===== src/rtl/i2c_addr_pkg.sv =====
package i2c_addr_pkg;

    localparam int BYTE_W  = 8;
    localparam int ADDR_W  = 10;
    localparam int STAT_W  = 8;
    localparam int A7_W    = BYTE_W - 1;
    localparam int BCNT_W  = $clog2(BYTE_W + 2);

    // bit counter values: eight bits shifted, ninth clock seen
    localparam logic [BCNT_W-1:0] CNT_ACK = BCNT_W'(BYTE_W);
    localparam logic [BCNT_W-1:0] CNT_END = BCNT_W'(BYTE_W + 1);

    localparam logic [4:0]        TEN_PREFIX = 5'b11110;
    localparam logic [BYTE_W-1:0] GC_CODE    = 8'h00;
    localparam logic [BYTE_W-1:0] SB_CODE    = 8'h01;

    // status word bit positions
    localparam int ST_SEL = 0;
    localparam int ST_ALT = 1;
    localparam int ST_SB  = 2;
    localparam int ST_RD  = 3;
    localparam int ST_SR  = 4;
    localparam int ST_SRK = 5;
    localparam int ST_NAK = 6;

    typedef enum logic [2:0] {
        PH_IDLE,
        PH_ADDR1,
        PH_ADDR2,
        PH_DATA,
        PH_SKIP
    } phase_e;

    typedef struct packed {
        logic sr_set;
        logic sr_restart;
        logic nak_set;
        logic hit;
        logic hit_alt;
        logic hit_sb;
        logic hit_rd;
    } evt_t;

endpackage


===== src/rtl/i2c_line_sync.sv =====
module i2c_line_sync #(
    parameter int STAGES = 2
) (
    input  logic clk,
    input  logic rst_n,
    input  logic din,
    output logic dout
);
    logic [STAGES-1:0] sh_d, sh_q;

    always_comb begin
        sh_d = {sh_q[STAGES-2:0], din};
    end

    always_ff @(posedge clk or negedge rst_n) begin
        if (!rst_n) sh_q <= '1;
        else        sh_q <= sh_d;
    end

    assign dout = sh_q[STAGES-1];
endmodule


===== src/rtl/i2c_bus_cond.sv =====
module i2c_bus_cond (
    input  logic clk,
    input  logic rst_n,
    input  logic scl_s,
    input  logic sda_s,
    output logic scl_rise,
    output logic scl_fall,
    output logic start_evt,
    output logic stop_evt
);
    typedef struct packed {
        logic scl;
        logic sda;
    } prev_t;

    prev_t d, q;

    always_comb begin
        d.scl     = scl_s;
        d.sda     = sda_s;
        scl_rise  = scl_s & ~q.scl;
        scl_fall  = ~scl_s & q.scl;
        start_evt = scl_s & q.scl & q.sda & ~sda_s;
        stop_evt  = scl_s & q.scl & ~q.sda & sda_s;
    end

    always_ff @(posedge clk or negedge rst_n) begin
        if (!rst_n) q <= '1;
        else        q <= d;
    end
endmodule


===== src/rtl/i2c_addr_fsm.sv =====
module i2c_addr_fsm
    import i2c_addr_pkg::*;
(
    input  logic              clk,
    input  logic              rst_n,
    input  logic              sda_s,
    input  logic              scl_rise,
    input  logic              scl_fall,
    input  logic              start_evt,
    input  logic              stop_evt,
    input  logic              cfg_ten_bit,
    input  logic              cfg_gc_en,
    input  logic [ADDR_W-1:0] cfg_addr,
    output logic              sda_oe,
    output logic              sel,
    output evt_t              evt
);
    typedef struct packed {
        phase_e            ph;
        phase_e            after;
        logic [BCNT_W-1:0] cnt;
        logic [BYTE_W-1:0] sh;
        logic              oe;
        logic              sel;
        logic              armed;
    } fsm_t;

    fsm_t d, q;

    logic hit7, hdr_match, hdr_wr, hdr_rd, gc_hit, sb_hit, low_hit;

    always_comb begin
        hit7      = !cfg_ten_bit && (q.sh[BYTE_W-1:1] == cfg_addr[A7_W-1:0]);
        hdr_match = cfg_ten_bit && (q.sh[BYTE_W-1:BYTE_W-5] == TEN_PREFIX)
                    && (q.sh[2:1] == cfg_addr[ADDR_W-1:BYTE_W]);
        hdr_wr    = hdr_match && !q.sh[0];
        hdr_rd    = hdr_match && q.sh[0] && q.armed;
        gc_hit    = cfg_gc_en && (q.sh == GC_CODE);
        sb_hit    = cfg_gc_en && (q.sh == SB_CODE);
        low_hit   = (q.sh == cfg_addr[BYTE_W-1:0]);
    end

    always_comb begin
        d   = q;
        evt = '0;
        if (stop_evt) begin
            if (q.sel) begin
                evt.sr_set     = 1'b1;
                evt.sr_restart = 1'b0;
            end
            d.ph    = PH_IDLE;
            d.sel   = 1'b0;
            d.armed = 1'b0;
            d.oe    = 1'b0;
            d.cnt   = '0;
        end else if (start_evt) begin
            if (q.sel) begin
                evt.sr_set     = 1'b1;
                evt.sr_restart = 1'b1;
            end
            d.ph  = PH_ADDR1;
            d.sel = 1'b0;
            d.oe  = 1'b0;
            d.cnt = '0;
        end else if (q.ph == PH_ADDR1 || q.ph == PH_ADDR2 || q.ph == PH_DATA) begin
            if (scl_rise) begin
                if (q.cnt < CNT_ACK) begin
                    d.sh  = {q.sh[BYTE_W-2:0], sda_s};
                    d.cnt = q.cnt + 1'b1;
                end else if (q.cnt == CNT_ACK) begin
                    d.cnt = CNT_END;
                    if (q.ph == PH_DATA && sda_s && q.sel) evt.nak_set = 1'b1;
                end
            end else if (scl_fall) begin
                if (q.cnt == CNT_ACK) begin
                    d.after = PH_DATA;
                    if (q.ph == PH_ADDR1) begin
                        if (hit7) begin
                            d.oe = 1'b1; d.sel = 1'b1;
                            evt.hit = 1'b1; evt.hit_rd = q.sh[0];
                        end else if (hdr_wr) begin
                            d.oe = 1'b1; d.armed = 1'b0;
                            d.after = PH_ADDR2;
                        end else if (hdr_rd) begin
                            d.oe = 1'b1; d.sel = 1'b1;
                            evt.hit = 1'b1; evt.hit_rd = 1'b1;
                        end else if (gc_hit || sb_hit) begin
                            d.oe = 1'b1; d.sel = 1'b1;
                            evt.hit = 1'b1; evt.hit_alt = 1'b1;
                            evt.hit_sb = sb_hit; evt.hit_rd = q.sh[0];
                        end else begin
                            d.armed = 1'b0;
                            d.after = PH_SKIP;
                        end
                    end else if (q.ph == PH_ADDR2) begin
                        if (low_hit) begin
                            d.oe = 1'b1; d.sel = 1'b1; d.armed = 1'b1;
                            evt.hit = 1'b1;
                        end else begin
                            d.armed = 1'b0;
                            d.after = PH_SKIP;
                        end
                    end
                end else if (q.cnt == CNT_END) begin
                    d.oe  = 1'b0;
                    d.cnt = '0;
                    d.ph  = q.after;
                end
            end
        end
    end

    always_ff @(posedge clk or negedge rst_n) begin
        if (!rst_n) begin
            q       <= '0;
            q.ph    <= PH_IDLE;
            q.after <= PH_IDLE;
        end else begin
            q <= d;
        end
    end

    assign sda_oe = q.oe;
    assign sel    = q.sel;
endmodule


===== src/rtl/i2c_evt_status.sv =====
module i2c_evt_status
    import i2c_addr_pkg::*;
(
    input  logic              clk,
    input  logic              rst_n,
    input  evt_t              evt,
    input  logic              sel,
    input  logic              stat_rd,
    output logic [STAT_W-1:0] stat_data
);
    typedef struct packed {
        logic alt;
        logic sb;
        logic rdir;
        logic sr;
        logic srk;
        logic nak;
    } st_t;

    st_t d, q;

    always_comb begin
        d = q;
        if (stat_rd) begin
            d.sr  = 1'b0;
            d.nak = 1'b0;
        end
        if (evt.hit) begin
            d.alt  = evt.hit_alt;
            d.sb   = evt.hit_sb;
            d.rdir = evt.hit_rd;
        end
        if (evt.sr_set) begin
            d.sr  = 1'b1;
            d.srk = evt.sr_restart;
        end
        if (evt.nak_set) d.nak = 1'b1;

        stat_data         = '0;
        stat_data[ST_SEL] = sel;
        stat_data[ST_ALT] = q.alt;
        stat_data[ST_SB]  = q.sb;
        stat_data[ST_RD]  = q.rdir;
        stat_data[ST_SR]  = q.sr;
        stat_data[ST_SRK] = q.srk;
        stat_data[ST_NAK] = q.nak;
    end

    always_ff @(posedge clk or negedge rst_n) begin
        if (!rst_n) q <= '0;
        else        q <= d;
    end
endmodule


===== src/rtl/i2c_slave_addr_unit.sv =====
module i2c_slave_addr_unit
    import i2c_addr_pkg::*;
#(
    parameter int SYNC_STAGES = 2
) (
    input  logic              clk,
    input  logic              rst_n,
    input  logic              scl_in,
    input  logic              sda_in,
    input  logic              cfg_ten_bit,
    input  logic              cfg_gc_en,
    input  logic [ADDR_W-1:0] cfg_addr,
    input  logic              stat_rd,
    output logic              sda_oe,
    output logic [STAT_W-1:0] stat_data
);
    localparam int N_LINES = 2;

    logic [N_LINES-1:0] raw, syncd;
    logic scl_s, sda_s;
    logic scl_rise, scl_fall, start_evt, stop_evt;
    logic sel;
    evt_t evt;
    logic ev_sr_set, ev_nak_set;

    assign raw = {scl_in, sda_in};

    for (genvar g = 0; g < N_LINES; g++) begin : g_sync
        i2c_line_sync #(.STAGES(SYNC_STAGES)) u_sync (
            .clk  (clk),
            .rst_n(rst_n),
            .din  (raw[g]),
            .dout (syncd[g])
        );
    end

    assign scl_s = syncd[1];
    assign sda_s = syncd[0];

    i2c_bus_cond u_cond (
        .clk      (clk),
        .rst_n    (rst_n),
        .scl_s    (scl_s),
        .sda_s    (sda_s),
        .scl_rise (scl_rise),
        .scl_fall (scl_fall),
        .start_evt(start_evt),
        .stop_evt (stop_evt)
    );

    i2c_addr_fsm u_fsm (
        .clk        (clk),
        .rst_n      (rst_n),
        .sda_s      (sda_s),
        .scl_rise   (scl_rise),
        .scl_fall   (scl_fall),
        .start_evt  (start_evt),
        .stop_evt   (stop_evt),
        .cfg_ten_bit(cfg_ten_bit),
        .cfg_gc_en  (cfg_gc_en),
        .cfg_addr   (cfg_addr),
        .sda_oe     (sda_oe),
        .sel        (sel),
        .evt        (evt)
    );

    i2c_evt_status u_stat (
        .clk      (clk),
        .rst_n    (rst_n),
        .evt      (evt),
        .sel      (sel),
        .stat_rd  (stat_rd),
        .stat_data(stat_data)
    );

    assign ev_sr_set  = evt.sr_set;
    assign ev_nak_set = evt.nak_set;
endmodule


===== config.mk =====
export PLATFORM = sky130hd
export DESIGN_NAME = i2c_slave_addr_unit
export DESIGN_NICKNAME = d
export VERILOG_FILES = /design/src/rtl/i2c_addr_pkg.sv /design/src/rtl/i2c_line_sync.sv /design/src/rtl/i2c_bus_cond.sv /design/src/rtl/i2c_addr_fsm.sv /design/src/rtl/i2c_evt_status.sv /design/src/rtl/i2c_slave_addr_unit.sv
export SDC_FILE = /design/constraint.sdc
export NUM_CORES = 1
export LEC_CHECK = 0
export BUFFER_PORTS_ARGS = -buffer_cell sky130_fd_sc_hd__buf_2
export CELL_PAD_IN_SITES_DETAIL_PLACEMENT = 0
export CELL_PAD_IN_SITES_GLOBAL_PLACEMENT = 2
export CORE_ASPECT_RATIO = 0.9
export CORE_MARGIN = 2
export CORE_UTILIZATION = 35
export DETAILED_ROUTE_END_ITERATION = 7
export HOLD_SLACK_MARGIN = 0.05
export PLACE_DENSITY_LB_ADDON = 0.05
export SLEW_MARGIN = 20
export SYNTH_ARGS = -nofsm -noshare
export SYNTH_HDL_FRONTEND = slang
export SYNTH_SLANG_ARGS = --single-unit

===== constraint.sdc =====
create_clock -name clk -period 2.8 [get_ports clk]
set_clock_uncertainty 0.2 [all_clocks]
set_input_delay 0 -clock clk [delete_from_list [all_inputs] [get_ports clk]]
set_output_delay 0 -clock clk [all_outputs]
set_load 0.03 [all_outputs]

# Word level (Yosys, flattened, before mapping)
# Index checks and enable logic that the tools add are counted.
dict set report word_totals {
  output_inout_bits 9
  wordCells 168
  regBits 33
}
dict set report classes {
  n_reduce_logical 38
  bitwise 14
  n_eq_ne 24
  muxes 73
  order_cmp 1
  addsub 1
}
# cell count
set op_table {}
lappend op_table {{$mux 3} 18}
lappend op_table {{$mux 4} 12}
lappend op_table {{$mux 2} 13}
lappend op_table {{$mux 1} 22}
lappend op_table {{$mux 21} 1}
lappend op_table {{$reduce_bool 4->1} 5}
lappend op_table {{$mux 8} 2}
lappend op_table {{$mux 5} 3}
lappend op_table {{$reduce_and 5->1} 3}
lappend op_table {{$reduce_bool 3->1} 5}
lappend op_table {{$logic_and 1x1->1} 10}
lappend op_table {{$mux 10} 1}
lappend op_table {{$ne 5x3->1 const B} 2}
lappend op_table {{$reduce_bool 2->1} 5}
lappend op_table {{$reduce_and 9->1} 1}
lappend op_table {{$eq 4x4->1 const B} 2}
lappend op_table {{$eq 8x1->1 const B} 1}
lappend op_table {{$eq 8x8->1} 1}
lappend op_table {{$logic_not 8->1} 1}
lappend op_table {{$ne 4x3->1 const B} 2}
lappend op_table {{$ne 8x5->1 const B} 1}
lappend op_table {{$reduce_and 8->1} 1}
lappend op_table {{$and 1x1->1} 7}
lappend op_table {{$eq 7x7->1} 1}
lappend op_table {{other kinds (19)} 31}

# Longest topological paths before layout
dict set report depth {
  ltp_word 16
  depth_mapped 8
}

# Modules after synthesis
# A second synthesis with hierarchy kept.
dict set report hier_totals {
  hier_cells 184
  hier_area_um2 1906.8
}
# mod n_inst cells_per_inst area_per_inst_um2 seq_area_each_um2
set by_module_without_submodules {}
lappend by_module_without_submodules {i2c_addr_fsm 1 158 1481.4 525.5}
lappend by_module_without_submodules {i2c_evt_status 1 16 232.7 150.1}
lappend by_module_without_submodules {i2c_line_sync 2 2 52.6 52.6}
lappend by_module_without_submodules {i2c_bus_cond 1 6 87.6 52.6}

# Worst setup path before layout
# OpenSTA, ideal clock, no wires.
dict set report synth_timing {
  path_type {flip-flop to flip-flop}
  start {register u_cond.q[1] (netlist bit)}
  end {register u_fsm.q[18] (netlist bit)}
  path_slack_ns 0.703
  arrival_ns 1.763
  path_buffers 0
  t_required_ns 2.466
  setup_time_ns 0.134
  path_stages_with_launch 8
  path_cell_list {dfstp_2 > inv_1 > ha_1 > nand3b_2 > nor3_2 > mux2i_1 > nor2b_1 > o22ai_1}
}
dict set report synth_via {
  elab_chain_len 5
}
# item line_no
set synth_rtl {}
lappend synth_rtl {{start, declared} i2c_bus_cond.sv:16} ;# prev_t d, q;
lappend synth_rtl {{start signal, assigned} i2c_bus_cond.sv:28} ;# if (!rst_n) q <= '1;
lappend synth_rtl {{start signal, assigned} i2c_bus_cond.sv:29} ;# else q <= d;
lappend synth_rtl {{$and 1x1->1} {i2c_bus_cond.sv:23, i2c_bus_cond.sv:24}}
lappend synth_rtl {{$and 1x1->1 (on tied branches) (2 in a row)} {i2c_bus_cond.sv:23, i2c_bus_cond.sv:24}}
lappend synth_rtl {{$ne 3x3->1 (no source line), or another cell as far along} --}
lappend synth_rtl {{$reduce_and 5->1 (no source line) or $mux 3 (tied branches)} --}
lappend synth_rtl {{end, declared} i2c_addr_fsm.sv:28} ;# fsm_t d, q;
# Parallel ways exist; a longest one is shown, timed or not.
# A chain may end at the register's enable or synchronous reset.

# Worst setup path in the final report
# Same ends and word-level chain as after synthesis.

==> results.txt <==
First-pass DRT Iterations: 4
Core area: 5220 um^2
# IOs: 26
Final Util: 42.3%
Ys flop type: dfrtp_1
Cell Chain, Critical Path: inv_1, ha_1, nand3b_2, nor3_2, mux2i_1, nor2b_1, o22ai_1
H-tree levels: 2
Post-synth top cells: 27 x dfrtp_1, 13 x inv_1, 12 x xor2_1, 11 x nand2_1
Worst-case reg-to-reg path depth: 7
Hold path depth: 5
Power per cell area: 650 nW/um^2
DRC viols: 0
Max-cap violation count: 0
Yosys reg bits: 33
Seq/Total Area, Yosys: 44.1%
Pin count of the biggest net entering global routing: 34
Status: completed
VDD IR max: 0.291 mV
CTS resizes: 0
Worst path max stage delay: 550 ps
Layout cell share with drive strength beyond 1: 26.9%
CP Class: reg2reg
DP HPWL: 3.31 mm
Startpoint types: flop
Layout Area Growth over Synthesis: 17.0%
Sequential share of power: 46.3%
Worst Tran Pin Value: 761 ps
Crit share post-route: 83.9%
Clock Path Buffers: 2
GRT Total Usage: 16.5%
Clk Latency, worst-skew pair: 280 ps
Async S/R FF share, synth: 100%
Yosys top cell by area: dfrtp_1
Setup TNS Final: 0 ps
Syn_nets: 204
FF-to-FF End: u_fsm.q[18]$_DFFE_PN0P_
Reg2reg setup slack: 450 ps
IO buf count: 24
First-pass GRT wire length: 7.29 mm
Post-synth top area share: 35.8%
Root buffer cell: clkbuf_8
# diodes: 0
Worst hold path class: in2reg
Die Footprint: 6000 um^2
Net Sw Frac: 31.1%
CTS tree: done
Final hold viol count: 0
P_int: 0.000990 W
Fin crit period: 2350 ps
CTS Sinks: 33
Vias in the first global route: 1447
Post-synthesis cell count: 181
Max Slew Vio Count: 0
Count leader, synth: dfrtp_1
CP max-delay cell: dfstp_2
Vias: 1430
Initial Util: 36.1%
Die Y: 73.7 um
Max Fclk: 426 MHz
WL/cell: 15.6 um
Standard-cell rows: 25
Initial antenna violation count: 0
Number of distinct library cells after synthesis: 53
Nets: 234
GP Congestion: 0.779
Clock share of power: 32.8%
Worst Hold Path EP: u_fsm.q[0]$_DFFE_PN0P_
Setup Buffers After CTS: 0
Synth area leaders: dfrtp_1 36%, dfstp_2 8.3%, xor2_1 5.6%, mux2_2 4.8%, ha_1 4.0%
Lkg Pwr: 0.932 nW
Final WL: 4.36 mm
Post-synth EDFFs: 0
CP Data Arrival Time: 2300 ps
Rel. slew slack: 49.2%
Ys Warns: 0
RSZ-0062 raised after global routing: no
Final setup fails: 0
Syn Area/Cell: 10.4 um^2
Net switching power: 0.000447 W
Chip width: 81.4 um
DRT iter0 DRCs: 60
Crit path required time: 2750 ps
Reg clk slew, reported paths: 70 ps
CP max FO: 7
Gr ovfl total: 0
Comb power frac: 20.9%
Worst reg2reg startpoint: u_cond.q[1]$_DFF_PN1_
HP Start: cfg_ten_bit
Vias per std cell: 5.13
Worst setup EP type: flop
Post-Syn Area: 1890 um^2
Final ANT Viol Nets: 0
TritonCTS buffer count: 5
[cells in the final DEF (no fill, tap or decap), types with 2 or more instances in the layout]
cell type / n
xor2_1: 12
dfrtp_1: 27
nand2b_1: 3
mux2i_1: 2
a21o_1: 2
nand2_1: 11
buf_2: 24
nor2_1: 9
o21ai_0: 9
xnor2_1: 5
nand4_1: 4
dfstp_2: 6
nand3b_1: 2
clkbuf_8: 6
mux2_2: 8
o22ai_1: 3
nor2b_1: 3
ha_1: 6
a32o_1: 2
a21oi_1: 8
inv_1: 13
dlygate4sd3_1: 4
and2_1: 2
nor4_1: 6
nand3_1: 5
[per-layer routing]
metal  track usage (%)  part of all wire, %  wire [um]  up-vias
li1                  -                    -          -      707
met1              23.0                   50       2190      687
met2              25.1                   45       1960       31
met3              5.04                  3.9        172        5
met4              3.95                 0.78         34        0
met5                 0                    0          0        -
[power groups by stage]
stage          clock [W]  sequential, W  combinational, W
6_report        0.000472       0.000665          0.000301
2_1_floorplan          0       0.000606          0.000303
3_3_place_gp           0       0.000668          0.000292
3_5_place_dp           0       0.000673          0.000301
4_1_cts         0.000486       0.000664          0.000306
5_1_grt         0.000506       0.000680          0.000339
[worst max-delay path by stage]
stage	depth (start not counted)	from	to
floorplan	7	u_cond.q[1]$_DFF_PN1_	u_fsm.q[18]$_DFFE_PN0P_
global placement	7	u_cond.q[1]$_DFF_PN1_	u_fsm.q[17]$_DFFE_PN0P_
detailed placement	7	u_cond.q[1]$_DFF_PN1_	u_fsm.q[18]$_DFFE_PN0P_
CTS	7	u_cond.q[1]$_DFF_PN1_	u_fsm.q[18]$_DFFE_PN0P_
global route	7	u_cond.q[1]$_DFF_PN1_	u_fsm.q[18]$_DFFE_PN0P_
finish	7	u_cond.q[1]$_DFF_PN1_	u_fsm.q[18]$_DFFE_PN0P_
[logic make-up (layout without fill, tap and decap cells)]
| logic type | count (synthesis) | after routing | share of synthesized area (%) |
|---|---|---|---|
| adders and majority gates | 6 | 6 | 3.98 |
| buffers and inverters | 18 | 49 | 4.84 |
| and+or+nand+nor | 57 | 57 | 18.4 |
| DFF | 33 | 33 | 44.1 |
| other | 1 | 1 | 0.199 |
| muxes | 10 | 10 | 5.83 |
| AOI/OAI and AO/OA | 38 | 38 | 13.9 |
| xor gates and xnor gates | 18 | 18 | 8.75 |
[area by class of cell]
class                      count  area (um^2)
sequential                    33          833
fill                         535         3010
inverter                      13         48.8
multi-input combinational    130          963
timing repair buffer          28          160
clock inverter                 2         37.5
tap                           67         83.8
clock buffer                   6         82.6
[critical path: cells and delay by family (launching register included)]
kind / cells / cell delay [ps]
mux: 1 / 260
compound gates: 1 / 80
fa+ha+maj: 1 / 270
buf+inv: 1 / 40
simple gates: 3 / 820
flops: 1 / 550
[metrics by stage]
stage	hold WS (ps)	setup WS (ps)	total power, W	area, um^2	cells
2_1_floorplan	-496	703	0.000909	1890	181
3_5_place_dp	-93.9	462	0.000974	2050	267
4_1_cts	91.2	437	0.00146	2210	279
6_report	113	452	0.00144	2210	279
5_1_grt	142	242	0.00153	2210	279
3_3_place_gp	-96.6	539	0.000960	2050	267
[state kept, by name (all words and copies together) (netlist names)]
signal,cells
u_fsm.sel,1
u_cond.q,2
u_fsm.sda_oe,1
u_stat.stat_data,6
u_fsm.q,19
g_sync.u_sync.sh_q,4
[timing repair]
| item | in CTS | in global routing |
|---|---|---|
| endpoints found under the hold margin | 37 | 0 |
| hold buffers | 4 | 0 |
| endpoints found under the setup margin | 0 | 0 |
Power figures use the tool's default switching activity.
